File: config.mk
export PLATFORM = sky130hd
export DESIGN_NAME = subneg_pipe
export DESIGN_NICKNAME = d
export VERILOG_FILES = /design/src/rtl/subneg_pkg.sv /design/src/rtl/subneg_hazard.sv /design/src/rtl/subneg_bankmux.sv /design/src/rtl/subneg_pipe.sv
export SDC_FILE = /design/constraint.sdc
export NUM_CORES = 1
export LEC_CHECK = 0
export BUFFER_PORTS_ARGS = -buffer_cell sky130_fd_sc_hd__buf_4
export CORE_MARGIN = 8
export CORE_UTILIZATION = 65
export CTS_CLUSTER_DIAMETER = 120
export DETAILED_ROUTE_END_ITERATION = 8
export PLACE_DENSITY = 0.83
export SYNTH_ARGS = -nofsm -noshare
export SYNTH_HDL_FRONTEND = slang
export SYNTH_SLANG_ARGS = --single-unit
File: constraint.sdc
create_clock -name clk -period 21.2 [get_ports clk]
set_input_delay 3.18 -clock clk [delete_from_list [all_inputs] [get_ports clk]]
set_output_delay 3.18 -clock clk [all_outputs]
set_load 0.02 [all_outputs]
File: src/rtl/subneg_pkg.sv
package subneg_pkg;

    localparam int NBANK = 3;

    typedef enum logic {
        ST_RUN,
        ST_HALT
    } run_state_t;

    typedef enum logic {
        RD_FIRST,
        RD_SECOND
    } rd_phase_t;

    function automatic logic [1:0] bank_of(input logic [31:0] addr);
        return 2'(addr % 32'd3);
    endfunction

    function automatic logic [31:0] row_of(input logic [31:0] addr);
        return addr / 32'd3;
    endfunction

endpackage

File: src/rtl/subneg_hazard.sv
module subneg_hazard
    import subneg_pkg::*;
#(
    parameter int AW = 6
) (
    input  logic          run,
    input  logic          flush,
    input  logic [AW-1:0] pc,
    input  logic          r_valid,
    input  rd_phase_t     r_phase,
    input  logic [AW-1:0] r_a,
    input  logic [AW-1:0] r_b,
    input  logic          c_valid,
    input  logic [AW-1:0] c_b,
    input  logic          w_valid,
    input  logic [AW-1:0] w_b,
    output logic          w_write,
    output logic          rd_a,
    output logic          rd_b,
    output logic          r_go,
    output logic          r_split,
    output logic          f_go
);

    logic [2:0]    wmask;
    logic [1:0]    ba;
    logic [1:0]    bb;
    logic          raw;
    logic [AW-1:0] f_delta;
    logic          f_hit;

    assign w_write = w_valid && !flush;
    assign wmask   = w_write ? (3'b001 << bank_of(32'(w_b))) : 3'b000;
    assign ba      = bank_of(32'(r_a));
    assign bb      = bank_of(32'(r_b));

    // operands pending a write from an older instruction
    assign raw = (c_valid && (c_b == r_a || c_b == r_b)) ||
                 (w_valid && (w_b == r_a || w_b == r_b));

    always_comb begin
        rd_a    = 1'b0;
        rd_b    = 1'b0;
        r_go    = 1'b0;
        r_split = 1'b0;
        if (r_valid && !raw) begin
            unique case (r_phase)
                RD_FIRST: begin
                    if (r_a == r_b) begin
                        if (!wmask[ba]) begin
                            rd_a = 1'b1;
                            r_go = 1'b1;
                        end
                    end else if (ba == bb) begin
                        if (!wmask[ba]) begin
                            rd_a    = 1'b1;
                            r_split = 1'b1;
                        end
                    end else if (!wmask[ba] && !wmask[bb]) begin
                        rd_a = 1'b1;
                        rd_b = 1'b1;
                        r_go = 1'b1;
                    end
                end
                RD_SECOND: begin
                    if (!wmask[bb]) begin
                        rd_b = 1'b1;
                        r_go = 1'b1;
                    end
                end
            endcase
        end
    end

    // fetch needs every bank, so it runs only with read and write stages idle
    assign f_delta = c_b - pc;
    assign f_hit   = c_valid && (f_delta < AW'(3));
    assign f_go    = run && !flush && !r_valid && !w_valid && !f_hit;

endmodule

File: src/rtl/subneg_bankmux.sv
module subneg_bankmux
    import subneg_pkg::*;
#(
    parameter int AW = 6,
    parameter int DW = 16,
    parameter int RW = 5
) (
    input  logic                  w_write,
    input  logic [AW-1:0]         w_b,
    input  logic [DW-1:0]         w_res,
    input  logic                  rd_a,
    input  logic                  rd_b,
    input  logic [AW-1:0]         r_a,
    input  logic [AW-1:0]         r_b,
    input  logic [AW-1:0]         pc,
    output logic [2:0][RW-1:0]    bank_addr,
    output logic [2:0]            bank_we,
    output logic [2:0][DW-1:0]    bank_wdata
);

    for (genvar k = 0; k < NBANK; k++) begin : g_bank
        logic [1:0]    off;
        logic [AW-1:0] fa;
        logic          we_k;
        logic [RW-1:0] addr_k;

        assign off  = 2'((32'(k) + 32'd3 - 32'(bank_of(32'(pc)))) % 32'd3);
        assign fa   = pc + AW'(off);
        assign we_k = w_write && (bank_of(32'(w_b)) == 2'(k));

        always_comb begin
            if (we_k)
                addr_k = RW'(row_of(32'(w_b)));
            else if (rd_a && bank_of(32'(r_a)) == 2'(k))
                addr_k = RW'(row_of(32'(r_a)));
            else if (rd_b && bank_of(32'(r_b)) == 2'(k))
                addr_k = RW'(row_of(32'(r_b)));
            else
                addr_k = RW'(row_of(32'(fa)));
        end

        assign bank_addr[k]  = addr_k;
        assign bank_we[k]    = we_k;
        assign bank_wdata[k] = w_res;
    end

endmodule

File: src/rtl/subneg_pipe.sv
module subneg_pipe
    import subneg_pkg::*;
#(
    parameter int AW = 6,
    parameter int DW = 16,
    parameter int RW = $clog2(((1 << AW) + 2) / 3)
) (
    input  logic               clk,
    input  logic               rst_n,
    output logic [2:0][RW-1:0] bank_addr,
    output logic [2:0]         bank_we,
    output logic [2:0][DW-1:0] bank_wdata,
    input  logic [2:0][DW-1:0] bank_rdata,
    output logic               halted
);

    run_state_t state, state_d;
    logic [AW-1:0] pc_q;

    logic          r_valid;
    rd_phase_t     r_phase;
    logic [AW-1:0] r_pc, r_a, r_b, r_c;
    logic [DW-1:0] r_va;

    logic          c_valid;
    logic [AW-1:0] c_pc, c_b, c_c;
    logic [DW-1:0] c_va, c_vb;

    logic          w_valid;
    logic [AW-1:0] w_pc, w_b, w_c;
    logic [DW-1:0] w_res;

    logic          b_valid;
    logic [AW-1:0] b_pc, b_c;
    logic          b_neg;

    logic flush, halt_now;
    logic w_write, rd_a, rd_b, r_go, r_split, f_go;
    logic [1:0] r_bank_a, r_bank_b, f_bank;
    logic [DW-1:0] data_a, data_b;
    logic [2:0][AW-1:0] fw;

    assign flush    = b_valid && b_neg;
    assign halt_now = flush && (b_c == b_pc);

    assign r_bank_a = bank_of(32'(r_a));
    assign r_bank_b = bank_of(32'(r_b));
    assign data_a   = bank_rdata[r_bank_a];
    assign data_b   = bank_rdata[r_bank_b];
    assign f_bank   = bank_of(32'(pc_q));

    for (genvar k = 0; k < NBANK; k++) begin : g_fw
        logic [1:0] src;
        assign src   = 2'((32'(f_bank) + 32'(k)) % 32'd3);
        assign fw[k] = bank_rdata[src][AW-1:0];
    end

    subneg_hazard #(.AW(AW)) u_hazard (
        .run     (state == ST_RUN),
        .flush   (flush),
        .pc      (pc_q),
        .r_valid (r_valid),
        .r_phase (r_phase),
        .r_a     (r_a),
        .r_b     (r_b),
        .c_valid (c_valid),
        .c_b     (c_b),
        .w_valid (w_valid),
        .w_b     (w_b),
        .w_write (w_write),
        .rd_a    (rd_a),
        .rd_b    (rd_b),
        .r_go    (r_go),
        .r_split (r_split),
        .f_go    (f_go)
    );

    subneg_bankmux #(.AW(AW), .DW(DW), .RW(RW)) u_bankmux (
        .w_write    (w_write),
        .w_b        (w_b),
        .w_res      (w_res),
        .rd_a       (rd_a),
        .rd_b       (rd_b),
        .r_a        (r_a),
        .r_b        (r_b),
        .pc         (pc_q),
        .bank_addr  (bank_addr),
        .bank_we    (bank_we),
        .bank_wdata (bank_wdata)
    );

    // run state
    always_comb begin
        state_d = state;
        unique case (state)
            ST_RUN:  if (halt_now) state_d = ST_HALT;
            ST_HALT: state_d = ST_HALT;
        endcase
    end

    always_ff @(posedge clk or negedge rst_n) begin
        if (!rst_n) state <= ST_RUN;
        else        state <= state_d;
    end

    assign halted = (state == ST_HALT);

    // pipeline registers
    always_ff @(posedge clk or negedge rst_n) begin
        if (!rst_n) begin
            pc_q    <= '0;
            r_valid <= 1'b0;
            r_phase <= RD_FIRST;
            r_pc    <= '0;
            r_a     <= '0;
            r_b     <= '0;
            r_c     <= '0;
            r_va    <= '0;
            c_valid <= 1'b0;
            c_pc    <= '0;
            c_b     <= '0;
            c_c     <= '0;
            c_va    <= '0;
            c_vb    <= '0;
            w_valid <= 1'b0;
            w_pc    <= '0;
            w_b     <= '0;
            w_c     <= '0;
            w_res   <= '0;
            b_valid <= 1'b0;
            b_pc    <= '0;
            b_c     <= '0;
            b_neg   <= 1'b0;
        end else begin
            b_valid <= w_valid && !flush;
            b_pc    <= w_pc;
            b_c     <= w_c;
            b_neg   <= w_res[DW-1];

            w_valid <= c_valid && !flush;
            w_pc    <= c_pc;
            w_b     <= c_b;
            w_c     <= c_c;
            w_res   <= c_vb - c_va;

            c_valid <= r_go && !flush;
            c_pc    <= r_pc;
            c_b     <= r_b;
            c_c     <= r_c;
            c_vb    <= data_b;
            c_va    <= (r_phase == RD_SECOND) ? r_va : data_a;

            if (flush) begin
                r_valid <= 1'b0;
                r_phase <= RD_FIRST;
            end else if (f_go) begin
                r_valid <= 1'b1;
                r_phase <= RD_FIRST;
                r_pc    <= pc_q;
                r_a     <= fw[0];
                r_b     <= fw[1];
                r_c     <= fw[2];
            end else if (r_go) begin
                r_valid <= 1'b0;
                r_phase <= RD_FIRST;
            end else if (r_split) begin
                r_phase <= RD_SECOND;
                r_va    <= data_a;
            end

            if (flush)     pc_q <= b_c;
            else if (f_go) pc_q <= pc_q + AW'(3);
        end
    end

    // one write port active at most
    assert_we_onehot_R3: assert property (@(posedge clk) disable iff (!rst_n)
        $onehot0(bank_we));

    // a write into the bank of operand A keeps the read stage occupied
    assert_write_first_R4: assert property (@(posedge clk) disable iff (!rst_n)
        (r_valid && r_phase == RD_FIRST && bank_we[r_bank_a]) |=> r_valid);

    // a split read moves to the second phase with the instruction held
    assert_split_second_R5: assert property (@(posedge clk) disable iff (!rst_n)
        (r_split && !flush) |=> (r_valid && r_phase == RD_SECOND && $stable(r_b)));

    // operands leave the read stage only when no older write is pending on them
    assert_raw_wait_R6: assert property (@(posedge clk) disable iff (!rst_n)
        r_go |-> !(c_valid && (c_b == r_a || c_b == r_b)));

    // a fetch never covers the target of the write waiting in compute
    assert_fetch_wait_R7: assert property (@(posedge clk) disable iff (!rst_n)
        f_go |-> !(c_valid && AW'(c_b - pc_q) < AW'(3)));

    // a taken branch empties the younger stages and redirects fetch
    assert_flush_R8: assert property (@(posedge clk) disable iff (!rst_n)
        flush |=> (!r_valid && !c_valid && !w_valid && !b_valid && pc_q == $past(b_c)));

    // halt is permanent and silent
    assert_halt_sticky_R9: assert property (@(posedge clk) disable iff (!rst_n)
        halted |=> halted);
    assert_halt_quiet_R9: assert property (@(posedge clk) disable iff (!rst_n)
        halted |-> (bank_we == 3'b000));

endmodule

Word-level counts from Yosys, hierarchy flattened. Cells that the tools add are included.

Add/subtract/negate cells: 11. Divide/modulo/power cells: 16. Magnitude comparators: 6. Equal/unequal tests: 13. Shifts and indexed selects: 1. Mux-type cells: 54. Bitwise logic cells: 5. Reduce and logical (&&, ||, !) cells: 41.

Operators with widths (count): $div A6 B2 Y32 const B (6); $bmux W16 S2 (5); $mod A32 B2 Y32 const B (5); $mod A6 B2 Y32 const B (4); $mux W16 (3); $mux W5 (9); $eq A6 B6 Y1 (6); $mod A2 B2 Y32 const B (1); $mux W6 (5); $mux W1 (26); $logic_and A1 B1 Y1 (23); $add A6 B2 Y6 (3); $sub A16 B16 Y16 (1); $lt A2 B3 Y1 const B (5); $sub A3 B2 Y4 const A (2); $logic_not A1 Y1 (7); $add A6 B2 Y6 const B (1); $eq A2 B1 Y1 const B (3); $eq A2 B2 Y1 const B (3); $logic_not A2 Y1 (3); $lt A6 B2 Y1 const B (1); $pmux W1 S2 (3); $sub A6 B6 Y6 (1); $not A1 Y1 (5); other kinds (13) (16).

Register bits after elaboration: 149. Input port bits: 50. Logic and storage cells: 171.

Logic depth before layout (Yosys ltp). Gate-level depths: netlist of the first run.

Word-level depth: 17. Depth in mapped cells: 47. Depth with buffers taken out: 44.

Hierarchy. A second synthesis of the first run with hierarchy kept.

Cells, all modules: 1901. Area, all modules: 15187.1 um2.

Modules (own cells, without submodules): subneg_pipe (instances 1, cells each 900, area each 8441.8 um2, seq. area each 3728.6 um2); subneg_bankmux (instances 1, cells each 730, area each 4815.9 um2, seq. area each 0.0 um2); subneg_hazard (instances 1, cells each 271, area each 1929.4 um2, seq. area each 0.0 um2).

Worst setup path before layout of the first run. No wires, ideal clock.

Path kind: register to output. Start point: register pc_q[4]. End point: output port bank_addr[10] (netlist bit). Arrival: 8868 ps. Slack: 9152 ps. Cell stages (with the launch flop): 45. Path buffers: 2. Path through: dfrtp_1 clkbuf_1 inv_1 ha_1 clkbuf_1 and3_1 o21a_1 o2111ai_1 o21ai_0 a21oi_1 o21ai_0 ha_1 a2111oi_0 and4_1 xnor2_1 ha_1 nor2_1 nand2_1 [9 not listed] xnor2_1 inv_1 ha_1 nor2b_1 nor2_1 a31oi_1 o31ai_1 nand4_1 xnor2_1 ha_1 o211ai_1 nand3_1 a32oi_1 o211ai_1 a221oi_1 o21ai_0 a21oi_1 nor2_1.

RTL lines: start, declared (RTL line subneg_pipe.sv:18) `logic [AW-1:0] pc_q;`; start signal, assigned (RTL line subneg_pipe.sv:172) `else if (f_go) pc_q <= pc_q + AW'(3);`; end, declared (RTL line subneg_pipe.sv:10) `output logic [2:0][RW-1:0] bank_addr,`.

==> results of run 1 <==
## worst max-delay path, delay by kind of cell (launching register included)
family / cells / cell delay, ns
compound gates: 17 / 3.87
flops: 1 / 0.54
buf+inv: 3 / 0.43
xor+xnor: 3 / 0.49
mux: 1 / 0.37
simple gates: 13 / 2.70
fa+ha+maj: 7 / 2.88
## Yosys cell counts, drive strengths merged, types with 7 or more instances
cell / number / area, µm²
dfrtp: 149 / 3730
nand2: 112 / 423
o21ai: 112 / 564
nor2: 110 / 415
a21oi: 99 / 514
inv: 88 / 333
buf: 70 / 468
ha: 62 / 776
clkbuf: 50 / 189
xnor2: 46 / 410
nand3: 44 / 220
mux2: 40 / 488
mux2i: 36 / 364
nor3: 34 / 208
nand2b: 30 / 188
xor2: 29 / 254
nor2b: 28 / 175
o31ai: 18 / 150
a222oi: 16 / 160
nor4: 16 / 113
a21o: 14 / 105
a211oi: 13 / 97.6
o22ai: 12 / 81.3
a21boi: 11 / 82.6
a31oi: 11 / 75.1
nand4: 11 / 68.8
o211ai: 11 / 82.6
and3: 10 / 62.6
and2: 9 / 56.3
nand3b: 9 / 80.1
a221o: 8 / 80.1
a221oi: 8 / 87.6
a31o: 8 / 70.1
o2111ai: 8 / 70.1
or2: 8 / 50.1
o21a: 7 / 55.1
## through the flow
| stage | hold WS (ns) | std cells | worst slack [ns] | cell area, µm² |
|---|---|---|---|---|
| 2_1_floorplan | 0.331 | 1455 | 9.15 | 12400 |
| 3_3_place_gp | 0.332 | 1693 | 7.49 | 13000 |
| 3_5_place_dp | 0.335 | 1693 | 6.98 | 13000 |
| 4_1_cts | 0.349 | 1725 | 6.48 | 13600 |
| 5_1_grt | 0.357 | 1725 | 5.12 | 13600 |
| 6_report | 0.345 | 1725 | 6.30 | 13600 |
## cells by family (layout without fill, tap and decap cells)
kind of cell | count (synthesis) | in the layout | share of synthesized area [%]
xor gates and xnor gates | 75 | 75 | 5.36
AOI/OAI and AO/OA | 424 | 424 | 23.5
muxes | 76 | 76 | 6.88
and+or+nand+nor | 454 | 454 | 18.9
adders and majority gates | 68 | 68 | 7.15
buffers and inverters | 209 | 245 | 8.02
DFF | 149 | 149 | 30.1
## layer usage
layer,up-vias,share of wire (%)
li1,5268,-
met1,5516,40
met2,562,49
met3,87,8.0
met4,0,2.9
met5,-,0
## registers in the layout, summed over array words and instances, names as in the netlist, 16 cells and up
register	flops
r_va	16
c_vb	16
c_va	16
w_res	16
## cell type report
cell class                      instances  area (µm²)  area share [%]
Clock buffer                           22         474            3.50
Clock inverter                         10         118           0.867
Inverter                               89         337            2.48
Multi-Input combinational cell       1097        7680            56.6
Sequential cell                       149        3730            27.5
Tap cell                              234         293            2.16
Timing Repair Buffer                  124         935            6.89
## worst paths after layout
| check | cells after the start | endpoint |
|---|---|---|
| min reg2reg | 0 | b_pc[3]$_DFF_PN0_ |
| min in group asynchronous | 1 | w_res[0]$_DFF_PN0_ |
| min | 0 | b_pc[3]$_DFF_PN0_ |
| max reg2reg | 25 | r_c[1]$_DFFE_PN0P_ |
| max in group asynchronous | 2 | w_pc[3]$_DFF_PN0_ |
| max | 44 | bank_addr[10] |
==> results.cfg, run 1 <==
[logic_synthesis]
synth.distinct_cells = 107
async_flop_share_pct = 100
syn_area_mm2 = 0.0124
yosys_warnings = 0
netlist_instances = 1455
ys_ff_latch = 149
syn_avg_cell_area_um2 = 8.51
ys.flop_type = dfrtp_1
syn_nets = 1572
synth-edff-count = 0
yosysSeqAreaShare_pct = 30.1

[layout]
mostFrequentLayoutCell = dfrtp_1
area_growth_pct = 9.53
antenna_cells = 0
final_cell_mix = dfrtp_1, buf_4, nand2_1, nor2_1, o21ai_0
drive_gt1_share_pct = 16.3
finish.utilization_pct = 72.5
fillers = 1421
fin_nets = 1595

[die]
dieArea_mm2 = 0.0237
die_w_um = 154
pin_count = 117
die_h_um = 154
rows = 50
start_util_pct = 66.2
core_area_mm2 = 0.0187

[cts]
cts_setup_buffers = 0
cts_buffer_depth = 2
postCtsHoldBufs = 0
cts_made_buffers = 17
clk_pin_slew_ns = 0.06
cts_num_sinks = 149
insertion_delay_ns = 0.42
cts_tree = yes
htreeDepth = 4
post_cts_resized = 0
cts_root_buffer = clkbuf_16

[sta]
fmax_mhz = 67.1
tns_ns = 0
skew_ns = 0.0121
rsz0062_at_grt = no
slew_violations = 0
fin_crit_sh_pct = 70.3
relSlewSlack_pct = 23.4
tightest_slew_ns = 1.14
hold_viol_final = 0
post-route-min-period_ns = 14.90
final-setup-viol-count = 0

[routing]
firstDrtPassIters = 7
drt-wirelength-per-cell_um = 20.2
num_vias = 11400
vias_per_cell = 6.63
routed_wl_um = 34800
first_iter_violations = 1171
drc = 0
ant_nets = 0

[hold_path]
min_path_type = reg -> reg
hold_start = w_pc[3]$_DFF_PN0_

[worst_setup_path]
required_ns = 18.02
cp-end-kind = output pin
critical-path-slowest-cell = ha_1
startpoint = pc_q[5]$_DFFE_PN0P_
cp-start-kind = register
crit_path_max_incr_delay_ns = 0.83
r2r_setup_slack_ns = 13.81
critical_path.most_common_cell = ha_1
cp.arrival_ns = 11.72
crit_type = reg -> out
rr_startpoint = pc_q[5]$_DFFE_PN0P_
crit_fanout = 23

[grt]
antenna_found_initial = 0
grt_start_max_net_pins = 77
grt_pass1_wl_um = 56400
grt_use_total_pct = 28.9
overflow = 0
use_met1_pct = 36.3
grt_use_met3_pct = 5.69
grt_pass1_vias = 11100
top_usage_layer = met2
use_met2_pct = 48.1

[placement]
port_buffers = 116
dp_hpwl_um = 24500
globalplace.congestion = 0.915

[outcome]
status = completed

[job]
maxCapViolCount = 0
Power of run 1 is not shown: default switching activity piles up to over one toggle a cycle in this logic, so the estimate is an artifact.
==> run 2: changes to the inputs <==
--- a/config.mk
+++ b/config.mk
@@ -7,10 +7,10 @@
 export LEC_CHECK = 0
 export BUFFER_PORTS_ARGS = -buffer_cell sky130_fd_sc_hd__buf_4
 export CORE_MARGIN = 8
-export CORE_UTILIZATION = 65
+export CORE_UTILIZATION = 61
 export CTS_CLUSTER_DIAMETER = 120
 export DETAILED_ROUTE_END_ITERATION = 8
-export PLACE_DENSITY = 0.83
+export PLACE_DENSITY = 0.79
 export SYNTH_ARGS = -nofsm -noshare
 export SYNTH_HDL_FRONTEND = slang
 export SYNTH_SLANG_ARGS = --single-unit
==> constraint.sdc (replaced) <==
create_clock -name clk -period 14.6 [get_ports clk]
set_input_delay 2.19 -clock clk [delete_from_list [all_inputs] [get_ports clk]]
set_output_delay 2.19 -clock clk [all_outputs]
set_load 0.02 [all_outputs]
==> run 2 against run 1 <==
Compared with the run above:
- cell count is 2.1% higher
- register-to-register slack got worse by 6.4 ns
- non-clock buffer count rose by 2
- die area up 5.9%
- hold slack got worse by 0.0015 ns
- critical path depth stayed put
- first-iteration DRC count up 20%
==> results.cfg, run 2 (synthesis results as in run 1) <==
[die]
pin_count = 117
dieArea_mm2 = 0.0251
rows = 52
die_h_um = 158
start_util_pct = 61.6
core_area_mm2 = 0.0201
die_w_um = 158

[worst_setup_path]
cpLargestDelayFamily = compound AO/OA/AOI/OAI gates
cp-start-kind = register
crit_fanout = 23
crit_path_max_incr_delay_ns = 0.63
crit_type = reg -> out
required_ns = 12.41
worst-path-buf-inv = 3
critical-path-slowest-cell = a2111oi_0
cp-end-kind = output pin
critical_path.most_common_cell = ha_1
cp.arrival_ns = 11.30

[cts]
post_cts_resized = 0
cts_num_sinks = 149
insertion_delay_ns = 0.43
cts_root_buffer = clkbuf_16
clk_pin_slew_ns = 0.06
htreeDepth = 4
cts_setup_buffers = 0
cts_buffer_depth = 2
cts_made_buffers = 17
postCtsHoldBufs = 0
cts_tree = yes

[grt]
use_met2_pct = 43.0
grt_start_max_net_pins = 101
grt_use_total_pct = 26.6
use_met1_pct = 35.3
grt_pass1_wl_um = 54000
grt_use_met3_pct = 3.88
overflow = 0
top_usage_layer = met2
antenna_found_initial = 0
grt_pass1_vias = 10600

[sta]
fin_crit_sh_pct = 92.4
tns_ns = 0
post-route-min-period_ns = 13.49
rsz0062_at_grt = no
hold_viol_final = 0
final-setup-viol-count = 0
relSlewSlack_pct = 28.1
slew_violations = 0
skew_ns = 0.00878
fmax_mhz = 74.1
tightest_slew_ns = 1.07

[routing]
vias_per_cell = 6.40
routed_wl_um = 33400
drc = 0
ant_nets = 0
num_vias = 11300
drt-wirelength-per-cell_um = 19.0
first_iter_violations = 1405
firstDrtPassIters = 6

[layout]
fin_nets = 1597
mostFrequentLayoutCell = dfrtp_1
fillers = 1574
drive_gt1_share_pct = 16.6
area_growth_pct = 10.2
antenna_cells = 0
final_cell_mix = dfrtp_1, buf_4, nand2_1, nor2_1, o21ai_0

[outcome]
status = completed

[hold_path]
min_path_type = reg -> reg

[placement]
dp_hpwl_um = 24100
globalplace.congestion = 0.967
port_buffers = 116

[job]
maxCapViolCount = 0
-- run 2: changes by cell type in the layout (fill, tap and decap cells not counted), sizes merged --
cell      before  now
bufinv         2    3
clkinvlp       1    0
clkbuf        22   18
inv           92   94
buf          124  126
clkinv         4    5
-- run 2: metal layers --
metal	wire length (µm)	part of all wire, %
met5	0	0
met4	958	2.9
met3	2550	7.6
met2	16000	48
met1	13900	42
-- run 2: worst paths after layout --
check | slack (ns) | end | startpoint | cells after the start
worst max-delay path | 1.11 | bank_addr[10] | pc_q[5]$_DFFE_PN0P_ | 44
worst min register to register | 0.34 | w_c[1]$_DFF_PN0_ | c_c[1]$_DFF_PN0_ | 0
worst max register to register | 7.43 | r_b[4]$_DFFE_PN0P_ | pc_q[5]$_DFFE_PN0P_ | 26
min in group asynchronous | 1.86 | w_res[0]$_DFF_PN0_ | rst_n | 1
max in group asynchronous | 11.57 | c_pc[3]$_DFF_PN0_ | rst_n | 2
worst min-delay path | 0.34 | w_c[1]$_DFF_PN0_ | c_c[1]$_DFF_PN0_ | 0
-- run 2: layout make-up --
cell class | count | area, µm² | area share (%)
clock buffers | 18 | 439 | 3.22
clock inverters | 13 | 170 | 1.25
inverters | 89 | 337 | 2.47
multi-input cells | 1097 | 7680 | 56.3
flip-flops and latches | 149 | 3730 | 27.3
well taps | 270 | 338 | 2.48
repair buffers | 126 | 950 | 6.96
-- run 2: worst register-to-register path, delay by kind of cell (launching register included) --
family	cells	cell delay, ns
multiplexers	1	0.37
XOR/XNOR	1	0.10
buffers and inverters	2	0.22
flip-flops	1	0.54
AO/OA/AOI/OAI	10	2.10
adder cells (fa/ha/maj)	4	1.69
AND/OR/NAND/NOR	8	2.08
-- run 2: through the flow --
| stage | std cells | cell area (µm²) | utilization (%) | worst slack [ns] | hold slack (ns) |
|---|---|---|---|---|---|
| 2_1_floorplan | 1455 | 12400 | - | 3.54 | 0.331 |
| 3_5_place_dp | 1731 | 13000 | 64.8 | 1.56 | 0.336 |
| 6_report | 1762 | 13600 | 67.9 | 1.11 | 0.344 |
| 5_1_grt | 1762 | 13600 | 67.9 | 0.0370 | 0.348 |
| 4_1_cts | 1762 | 13600 | 67.9 | 1.05 | 0.345 |
| 3_3_place_gp | 1731 | 13000 | 64.8 | 1.91 | 0.333 |
Power of run 2 is left out for the same reason.
